===== config.mk =====
export PLATFORM = sky130hd
export DESIGN_NAME = owm_engine
export DESIGN_NICKNAME = d
export VERILOG_FILES = /design/src/rtl/owm_pkg.sv /design/src/rtl/owm_sync.sv /design/src/rtl/owm_tick_timer.sv /design/src/rtl/owm_bit_shifter.sv /design/src/rtl/owm_engine.sv
export SDC_FILE = /design/constraint.sdc
export NUM_CORES = 1
export LEC_CHECK = 0
export BUFFER_PORTS_ARGS = -buffer_cell sky130_fd_sc_hd__buf_2
export CORE_MARGIN = 2
export CORE_UTILIZATION = 55
export DETAILED_ROUTE_END_ITERATION = 16
export PLACE_DENSITY_LB_ADDON = 0.3
export SYNTH_ARGS = -nofsm -noshare
export SYNTH_HDL_FRONTEND = slang
export SYNTH_SLANG_ARGS = --single-unit

===== constraint.sdc =====
create_clock -name clk -period 2.6 [get_ports clk]
set_input_delay 0.39 -clock clk [delete_from_list [all_inputs] [get_ports clk]]
set_output_delay 0.39 -clock clk [all_outputs]
set_load 0.01 [all_outputs]

===== src/rtl/owm_pkg.sv =====
package owm_pkg;

    localparam int DATA_W = 8;

    typedef enum logic [2:0] {
        OP_RESET = 3'd0,
        OP_WBIT  = 3'd1,
        OP_RBIT  = 3'd2,
        OP_WBYTE = 3'd3,
        OP_RBYTE = 3'd4
    } owm_op_e;

    typedef enum logic [3:0] {
        ST_IDLE,
        ST_RST_PRE,
        ST_RST_LOW,
        ST_RST_SETTLE,
        ST_RST_TAIL,
        ST_SLOT_LOW,
        ST_SLOT_REL,
        ST_RD_SETTLE,
        ST_RD_TAIL
    } owm_state_e;

    // Phase lengths in microseconds
    localparam longint unsigned US_A = 6;
    localparam longint unsigned US_B = 64;
    localparam longint unsigned US_C = 60;
    localparam longint unsigned US_D = 10;
    localparam longint unsigned US_E = 9;
    localparam longint unsigned US_F = 55;
    localparam longint unsigned US_G = 0;
    localparam longint unsigned US_H = 480;
    localparam longint unsigned US_I = 70;
    localparam longint unsigned US_J = 410;

    // Common network-layer command bytes
    localparam logic [7:0] NET_ID_READ  = 8'h33;
    localparam logic [7:0] NET_ADDR_ALL = 8'hCC;
    localparam logic [7:0] NET_ADDR_ONE = 8'h55;
    localparam logic [7:0] NET_ENUMERATE = 8'hF0;

    // Timer load value: a phase of t us lasts max(1, floor(hz*t/1e6)) cycles
    function automatic longint unsigned owm_load(input longint unsigned hz,
                                                 input longint unsigned us);
        longint unsigned t;
        t = (hz * us) / 64'd1000000;
        return (t == 0) ? 64'd0 : t - 64'd1;
    endfunction

endpackage


===== src/rtl/owm_sync.sv =====
module owm_sync #(
    parameter int STAGES = 2
) (
    input  logic clk,
    input  logic rst_n,
    input  logic d,
    output logic q
);
    logic [STAGES-1:0] chain;

    for (genvar i = 0; i < STAGES; i++) begin : g_stage
        if (i == 0) begin : g_first
            always_ff @(posedge clk or negedge rst_n) begin
                if (!rst_n) chain[0] <= 1'b1;
                else        chain[0] <= d;
            end
        end else begin : g_next
            always_ff @(posedge clk or negedge rst_n) begin
                if (!rst_n) chain[i] <= 1'b1;
                else        chain[i] <= chain[i-1];
            end
        end
    end

    assign q = chain[STAGES-1];
endmodule


===== src/rtl/owm_tick_timer.sv =====
module owm_tick_timer #(
    parameter int W = 16
) (
    input  logic         clk,
    input  logic         rst_n,
    input  logic         load,
    input  logic [W-1:0] load_val,
    output logic         expired
);
    logic [W-1:0] cnt;

    always_ff @(posedge clk or negedge rst_n) begin
        if (!rst_n)          cnt <= '0;
        else if (load)       cnt <= load_val;
        else if (cnt != '0)  cnt <= cnt - W'(1);
    end

    assign expired = (cnt == '0);
endmodule


===== src/rtl/owm_bit_shifter.sv =====
module owm_bit_shifter #(
    parameter int W = 8
) (
    input  logic                 clk,
    input  logic                 rst_n,
    input  logic                 load,
    input  logic [W-1:0]         load_val,
    input  logic                 adv,
    input  logic                 cap,
    input  logic                 cap_bit,
    output logic                 cur_bit,
    output logic                 nxt_bit,
    output logic [W-1:0]         cap_next,
    output logic [$clog2(W)-1:0] idx
);
    localparam int IW = $clog2(W);

    logic [W-1:0]  sr;
    logic [IW-1:0] cnt;

    always_ff @(posedge clk or negedge rst_n) begin
        if (!rst_n) begin
            sr  <= '0;
            cnt <= '0;
        end else if (load) begin
            sr  <= load_val;
            cnt <= '0;
        end else if (adv) begin
            sr  <= {1'b0, sr[W-1:1]};
            cnt <= cnt + IW'(1);
        end else if (cap) begin
            sr  <= cap_next;
            cnt <= cnt + IW'(1);
        end
    end

    assign cur_bit  = sr[0];
    assign nxt_bit  = sr[1];
    assign cap_next = {cap_bit, sr[W-1:1]};
    assign idx      = cnt;
endmodule


===== src/rtl/owm_engine.sv =====
module owm_engine
    import owm_pkg::*;
#(
    parameter longint unsigned CLK_HZ      = 50_000_000,
    parameter int              SYNC_STAGES = 2,
    parameter bit              SPU_EN      = 1'b1
) (
    input  logic       clk,
    input  logic       rst_n,
    input  logic       cmd_valid,
    input  logic [2:0] cmd_op,
    input  logic [7:0] cmd_data,
    input  logic       cmd_spu,
    output logic       busy,
    output logic       done,
    output logic [7:0] rd_data,
    output logic       presence,
    output logic       bus_drive,
    input  logic       bus_sense,
    output logic       spu_n
);
    localparam longint unsigned LD_A = owm_load(CLK_HZ, US_A);
    localparam longint unsigned LD_B = owm_load(CLK_HZ, US_B);
    localparam longint unsigned LD_C = owm_load(CLK_HZ, US_C);
    localparam longint unsigned LD_D = owm_load(CLK_HZ, US_D);
    localparam longint unsigned LD_E = owm_load(CLK_HZ, US_E);
    localparam longint unsigned LD_F = owm_load(CLK_HZ, US_F);
    localparam longint unsigned LD_G = owm_load(CLK_HZ, US_G);
    localparam longint unsigned LD_H = owm_load(CLK_HZ, US_H);
    localparam longint unsigned LD_I = owm_load(CLK_HZ, US_I);
    localparam longint unsigned LD_J = owm_load(CLK_HZ, US_J);
    localparam int CNT_W = $clog2(LD_H + 2);
    localparam int IDX_W = $clog2(DATA_W);

    owm_state_e state_q, state_d;
    owm_op_e    op_q;

    logic             sense_s;
    logic             accept, legal;
    logic             tmr_load, tmr_exp;
    logic [CNT_W-1:0] tmr_val;
    logic             sh_load, sh_adv, sh_cap;
    logic             cur_bit, nxt_bit;
    logic [DATA_W-1:0] cap_next;
    logic [IDX_W-1:0] bit_idx;
    logic             pres_smp, rd_smp, finish;
    logic             smp_q, spu_req_q, spu_hold_q, done_q, pres_q;
    logic [DATA_W-1:0] rd_q;
    logic             is_read, is_byte, last_slot;

    owm_sync #(.STAGES(SYNC_STAGES)) u_sync (
        .clk(clk), .rst_n(rst_n), .d(bus_sense), .q(sense_s)
    );

    owm_tick_timer #(.W(CNT_W)) u_timer (
        .clk(clk), .rst_n(rst_n), .load(tmr_load), .load_val(tmr_val), .expired(tmr_exp)
    );

    owm_bit_shifter #(.W(DATA_W)) u_shift (
        .clk(clk), .rst_n(rst_n), .load(sh_load), .load_val(cmd_data),
        .adv(sh_adv), .cap(sh_cap), .cap_bit(smp_q),
        .cur_bit(cur_bit), .nxt_bit(nxt_bit), .cap_next(cap_next), .idx(bit_idx)
    );

    assign legal     = (cmd_op <= 3'd4);
    assign accept    = cmd_valid && legal && (state_q == ST_IDLE);
    assign is_read   = (op_q == OP_RBIT) || (op_q == OP_RBYTE);
    assign is_byte   = (op_q == OP_WBYTE) || (op_q == OP_RBYTE);
    assign last_slot = !is_byte || (bit_idx == IDX_W'(DATA_W - 1));

    // State register
    always_ff @(posedge clk or negedge rst_n) begin
        if (!rst_n) state_q <= ST_IDLE;
        else        state_q <= state_d;
    end

    // Next state and phase sequencing
    always_comb begin
        state_d  = state_q;
        tmr_load = 1'b0;
        tmr_val  = '0;
        sh_load  = 1'b0;
        sh_adv   = 1'b0;
        sh_cap   = 1'b0;
        pres_smp = 1'b0;
        rd_smp   = 1'b0;
        finish   = 1'b0;
        unique case (state_q)
            ST_IDLE: begin
                if (accept) begin
                    sh_load  = 1'b1;
                    tmr_load = 1'b1;
                    unique case (cmd_op)
                        OP_RESET: begin
                            state_d = ST_RST_PRE;
                            tmr_val = CNT_W'(LD_G);
                        end
                        OP_WBIT, OP_WBYTE: begin
                            state_d = ST_SLOT_LOW;
                            tmr_val = cmd_data[0] ? CNT_W'(LD_A) : CNT_W'(LD_C);
                        end
                        default: begin
                            state_d = ST_SLOT_LOW;
                            tmr_val = CNT_W'(LD_A);
                        end
                    endcase
                end
            end
            ST_RST_PRE: begin
                if (tmr_exp) begin
                    state_d  = ST_RST_LOW;
                    tmr_load = 1'b1;
                    tmr_val  = CNT_W'(LD_H);
                end
            end
            ST_RST_LOW: begin
                if (tmr_exp) begin
                    state_d  = ST_RST_SETTLE;
                    tmr_load = 1'b1;
                    tmr_val  = CNT_W'(LD_I);
                end
            end
            ST_RST_SETTLE: begin
                if (tmr_exp) begin
                    pres_smp = 1'b1;
                    state_d  = ST_RST_TAIL;
                    tmr_load = 1'b1;
                    tmr_val  = CNT_W'(LD_J);
                end
            end
            ST_RST_TAIL: begin
                if (tmr_exp) begin
                    finish  = 1'b1;
                    state_d = ST_IDLE;
                end
            end
            ST_SLOT_LOW: begin
                if (tmr_exp) begin
                    tmr_load = 1'b1;
                    if (is_read) begin
                        state_d = ST_RD_SETTLE;
                        tmr_val = CNT_W'(LD_E);
                    end else begin
                        state_d = ST_SLOT_REL;
                        tmr_val = cur_bit ? CNT_W'(LD_B) : CNT_W'(LD_D);
                    end
                end
            end
            ST_SLOT_REL: begin
                if (tmr_exp) begin
                    sh_adv = 1'b1;
                    if (last_slot) begin
                        finish  = 1'b1;
                        state_d = ST_IDLE;
                    end else begin
                        state_d  = ST_SLOT_LOW;
                        tmr_load = 1'b1;
                        tmr_val  = nxt_bit ? CNT_W'(LD_A) : CNT_W'(LD_C);
                    end
                end
            end
            ST_RD_SETTLE: begin
                if (tmr_exp) begin
                    rd_smp   = 1'b1;
                    state_d  = ST_RD_TAIL;
                    tmr_load = 1'b1;
                    tmr_val  = CNT_W'(LD_F);
                end
            end
            ST_RD_TAIL: begin
                if (tmr_exp) begin
                    sh_cap = 1'b1;
                    if (last_slot) begin
                        finish  = 1'b1;
                        state_d = ST_IDLE;
                    end else begin
                        state_d  = ST_SLOT_LOW;
                        tmr_load = 1'b1;
                        tmr_val  = CNT_W'(LD_A);
                    end
                end
            end
            default: state_d = ST_IDLE;
        endcase
    end

    // Result and request registers
    always_ff @(posedge clk or negedge rst_n) begin
        if (!rst_n) begin
            op_q       <= OP_RESET;
            spu_req_q  <= 1'b0;
            spu_hold_q <= 1'b0;
            smp_q      <= 1'b1;
            done_q     <= 1'b0;
            pres_q     <= 1'b0;
            rd_q       <= '0;
        end else begin
            done_q <= finish;
            if (accept) begin
                op_q       <= owm_op_e'(cmd_op);
                spu_req_q  <= cmd_spu;
                spu_hold_q <= 1'b0;
            end
            if (pres_smp) pres_q <= !sense_s;
            if (rd_smp)   smp_q  <= sense_s;
            if (finish && is_read)
                rd_q <= is_byte ? cap_next : {{(DATA_W-1){1'b0}}, smp_q};
            if (finish && (op_q == OP_WBYTE) && spu_req_q)
                spu_hold_q <= 1'b1;
        end
    end

    // Outputs
    always_comb begin
        busy      = (state_q != ST_IDLE);
        bus_drive = (state_q == ST_RST_LOW) || (state_q == ST_SLOT_LOW);
        done      = done_q;
        rd_data   = rd_q;
        presence  = pres_q;
    end

    if (SPU_EN) begin : g_spu
        assign spu_n = !spu_hold_q;
    end else begin : g_no_spu
        logic spu_unused;
        assign spu_unused = spu_hold_q;
        assign spu_n      = 1'b1 | spu_unused;
    end
endmodule


==> results.md <==
- Post-DRT Antenna Nets: 0
- Diode insertion count for antenna repair: 0
- Total via count after detailed routing: 2557
- Netlist area before placement: 2830 sq um
- DR WL met3: 415 microns
- Actual slew at the worst max-slew pin: 0.584 ns
- Worst setup path category: reg2reg
- H-tree Lvls: 2
- Result of the run: complete, no violations
- Sum of internal, switching and leakage power: 1.49 mW
- Cell taking the most area after synthesis: sky130_fd_sc_hd__dfrtp_1
- Portion of the clock cycle consumed by the worst path in the final layout: 0.888
- Number of synthesized flops with an enable pin: 0
- Wire length on met2: 3.27 mm
- Async set or reset register ratio after synthesis: 1.00
- Die X: 75.7 microns
- Layout overhead on the synthesized area: 14.6%
- Worst max-slew margin expressed relative to the limit: 0.609
- Number of clock sinks: 48
- Power density of the placed cells: 459 nW/um^2
- Mean instance size in the synthesized netlist: 8.75 sq um
- Cts repair resizes: 0
- First-pass GRT wire length: 11.3 mm
- Master cell of the clock root buffer: sky130_fd_sc_hd__clkbuf_8
- Uppermost layer routed: met4
- Internal power of the cells: 1.17 mW
- Startpoint types: flop
- Count of cell types in the netlist: 61
- Final-report setup violation count: 0
- GRT Residual Overflow: 0
- Overall global routing resource usage: 0.263
- GPL Wtd Cong: 0.902
- Fraction of power consumed by combinational cells: 0.040
- Post-Layout Cell Count: 429
- Net count, final: 378
- Via density per instance: 5.96
- Worst Path Required: 2.79 ns
- Starting utilization of the core area: 0.561
- Pin count of the biggest net entering global routing: 31
- Share of total power consumed by net switching: 0.215
- Min-Delay Path Class: in2async
- Leading cell type by number of instances after synthesis: sky130_fd_sc_hd__nand2_1
- Fmax achieved: 433 MHz
- Via count of the first global-routing pass: 2356
- Clock group share of total power: 0.444
- PortBufs: 28
- DRC marker count from the first detailed-route iteration: 231
- CTS buffer count: 5
- Critical Path Sink Type: flop
- Post-synth top cells: 62 x sky130_fd_sc_hd__nand2_1, 45 x sky130_fd_sc_hd__dfrtp_1, 29 x sky130_fd_sc_hd__nor2_1, 24 x sky130_fd_sc_hd__o21ai_0, 17 x sky130_fd_sc_hd__nand3_1
- Final number of hold-violating endpoints: 0
- Worst clock skew on the final layout: 0.00514 ns
- Number of cells after detailed placement: 421
- Routed wire per std cell: 16.0 microns
- Remaining DRCs: 0
- I/O Pins: 29
- Maximum clock insertion buffer count: 2
- Row count: 26
- # Max-Cap Violations: 0
- Post-CTS Setup Repair Bufs: 0
- WL final: 6.87 mm
- Utilization after layout: 0.642
- Y dimension of the die: 75.7 microns
- Clock latency at the later pin of the worst-skew pair: 0.31 ns
- Summed negative setup slack over all endpoints: 0 ns
- Area enclosed by the die boundary: 5730 sq um
- Proportion of power drawn by flip-flops and latches: 0.516
- Number of pins with negative max-slew slack in the final report: 0
- Met1 wire length: 3.07 mm
- Post-layout min period: 2.31 ns
- Proportion of synthesized chip area in sequential cells: 0.426
- First-pass detailed-route iteration total: 5
- Synth top area share: 0.398
- Arrival time at the worst endpoint: 2.50 ns
- CTS tree: yes
- Syn Nets: 343
- Placeable core area: 5040 sq um
- Number of antenna violations at the first check in global routing: 0
- Clock slew at reported path FFs: 0.10 ns
- Detailed placement HPWL: 5.12 mm
- Net switching power of the design: 0.320 mW
- Pleak: 1.35 nW
- Warnings, synthesis: 0
- Crit path max fanout: 8
- Most used flip-flop cell after synthesis: sky130_fd_sc_hd__dfrtp_1
- Maximum ir drop on the vdd rail: 0.000336 V
- Leading post-synthesis cells by cell area: sky130_fd_sc_hd__dfrtp_1 40%, sky130_fd_sc_hd__nand2_1 8.2%, sky130_fd_sc_hd__o21ai_0 4.2%
- Cell count of the worst reg-to-reg path: 7
- Synthesis-stage register bit count: 48
- Cell count after synthesis: 323
- Fraction of layout cells with a size suffix above 1: 0.192
- Post-CTS Hold Fix Bufs: 0
- Unrepaired setup endpoints after global routing: no
==> kinds of logic (layout without fill, tap and decap cells) <==
kind of cell / count (synthesis) / in the layout / share of synthesized area
xor+xnor: 12 / 12 / 0.0372
simple gates: 158 / 158 / 0.286
compound gates: 74 / 74 / 0.177
mux: 6 / 6 / 0.0226
flops: 48 / 48 / 0.426
fa+ha+maj: 4 / 4 / 0.0177
buf+inv: 21 / 57 / 0.0328
==> registers in the layout, summed over array words and instances (netlist names) <==
| register | cells |
|---|---|
| state_q | 4 |
| u_timer.cnt | 15 |
| u_sync.q | 1 |
| smp_q | 1 |
| spu_hold_q | 1 |
| done | 1 |
| op_q | 3 |
| spu_req_q | 1 |
| u_sync.chain | 1 |
| presence | 1 |
| rd_data | 8 |
| u_shift.sr | 8 |
| u_shift.idx | 3 |
==> critical path: stages (launching register included) <==
cell                        delay (ns)
sky130_fd_sc_hd__dfrtp_1          0.39
sky130_fd_sc_hd__ha_1             0.17
sky130_fd_sc_hd__ha_1             0.20
sky130_fd_sc_hd__and4bb_4         0.26
sky130_fd_sc_hd__or2_0            0.34
sky130_fd_sc_hd__o2bb2ai_1        0.20
sky130_fd_sc_hd__a211oi_2         0.25
sky130_fd_sc_hd__or3b_1           0.37
==> placed cells by master, fill, tap and decap left out, types with 3 or more instances in the layout <==
| cell type | count |
|---|---|
| sky130_fd_sc_hd__mux2_2 | 3 |
| sky130_fd_sc_hd__inv_1 | 5 |
| sky130_fd_sc_hd__mux2i_1 | 3 |
| sky130_fd_sc_hd__nand2b_1 | 10 |
| sky130_fd_sc_hd__dfrtp_1 | 45 |
| sky130_fd_sc_hd__a31oi_1 | 5 |
| sky130_fd_sc_hd__o211ai_1 | 3 |
| sky130_fd_sc_hd__nor4_2 | 3 |
| sky130_fd_sc_hd__nor2_1 | 29 |
| sky130_fd_sc_hd__buf_4 | 16 |
| sky130_fd_sc_hd__buf_2 | 28 |
| sky130_fd_sc_hd__nor4_1 | 3 |
| sky130_fd_sc_hd__clkbuf_8 | 5 |
| sky130_fd_sc_hd__dfstp_2 | 3 |
| sky130_fd_sc_hd__nor3_1 | 7 |
| sky130_fd_sc_hd__nor2b_1 | 4 |
| sky130_fd_sc_hd__a22oi_1 | 5 |
| sky130_fd_sc_hd__ha_1 | 4 |
| sky130_fd_sc_hd__a21oi_1 | 6 |
| sky130_fd_sc_hd__o21ai_0 | 24 |
| sky130_fd_sc_hd__nand2_1 | 62 |
| sky130_fd_sc_hd__nand3_1 | 17 |
| sky130_fd_sc_hd__xnor2_1 | 10 |
| sky130_fd_sc_hd__o22ai_1 | 4 |
| sky130_fd_sc_hd__or3_1 | 3 |
| sky130_fd_sc_hd__a32oi_1 | 3 |
==> worst paths after layout <==
kind                                 start         endpoint  slack [ns]
min                                  rst_n       state_q[0]        0.01
max in group asynchronous            rst_n  u_sync.chain[0]        1.81
min reg2reg                u_sync.chain[0]         u_sync.q        0.37
max reg2reg                 u_shift.idx[0]   u_timer.cnt[5]        0.29
max                         u_shift.idx[0]   u_timer.cnt[5]        0.29
min in group clk                 bus_sense  u_sync.chain[0]        0.17
==> through the flow <==
step	worst slack, ns	hold WS (ns)	area (sq um)
2_1_floorplan	0.483	0.0944	2830
3_3_place_gp	0.374	0.348	3100
3_5_place_dp	0.322	0.348	3100
4_1_cts	0.301	0.0164	3240
5_1_grt	0.0783	0.0337	3240
6_report	0.292	0.0118	3240
==> power groups by stage <==
stage | combinational [mW] | clock [mW] | sequential (mW)
global route | 0.0687 | 0.689 | 0.768
CTS | 0.0611 | 0.667 | 0.767
finish | 0.0601 | 0.660 | 0.767
global placement | 0.0595 | 0 | 0.781
detailed placement | 0.0607 | 0 | 0.782
floorplan | 0.0224 | 0 | 0.779
==> area by class of cell <==
cell class                      count  area, sq um
Timing Repair Buffer               44          260
Fill cell                         439         1800
Inverter                            5         18.8
Sequential cell                    48         1200
Clock inverter                      3         68.8
Clock buffer                        5         68.8
Tap cell                           70         87.6
Multi-Input combinational cell    254         1530
==> per-layer routing <==
metal	track usage	up-vias
li1	-	1225
met1	0.373	1230
met2	0.412	89
met3	0.0450	13
met4	0.0916	0
met5	0	-
No activity file was read; power rests on OpenSTA's default activity.
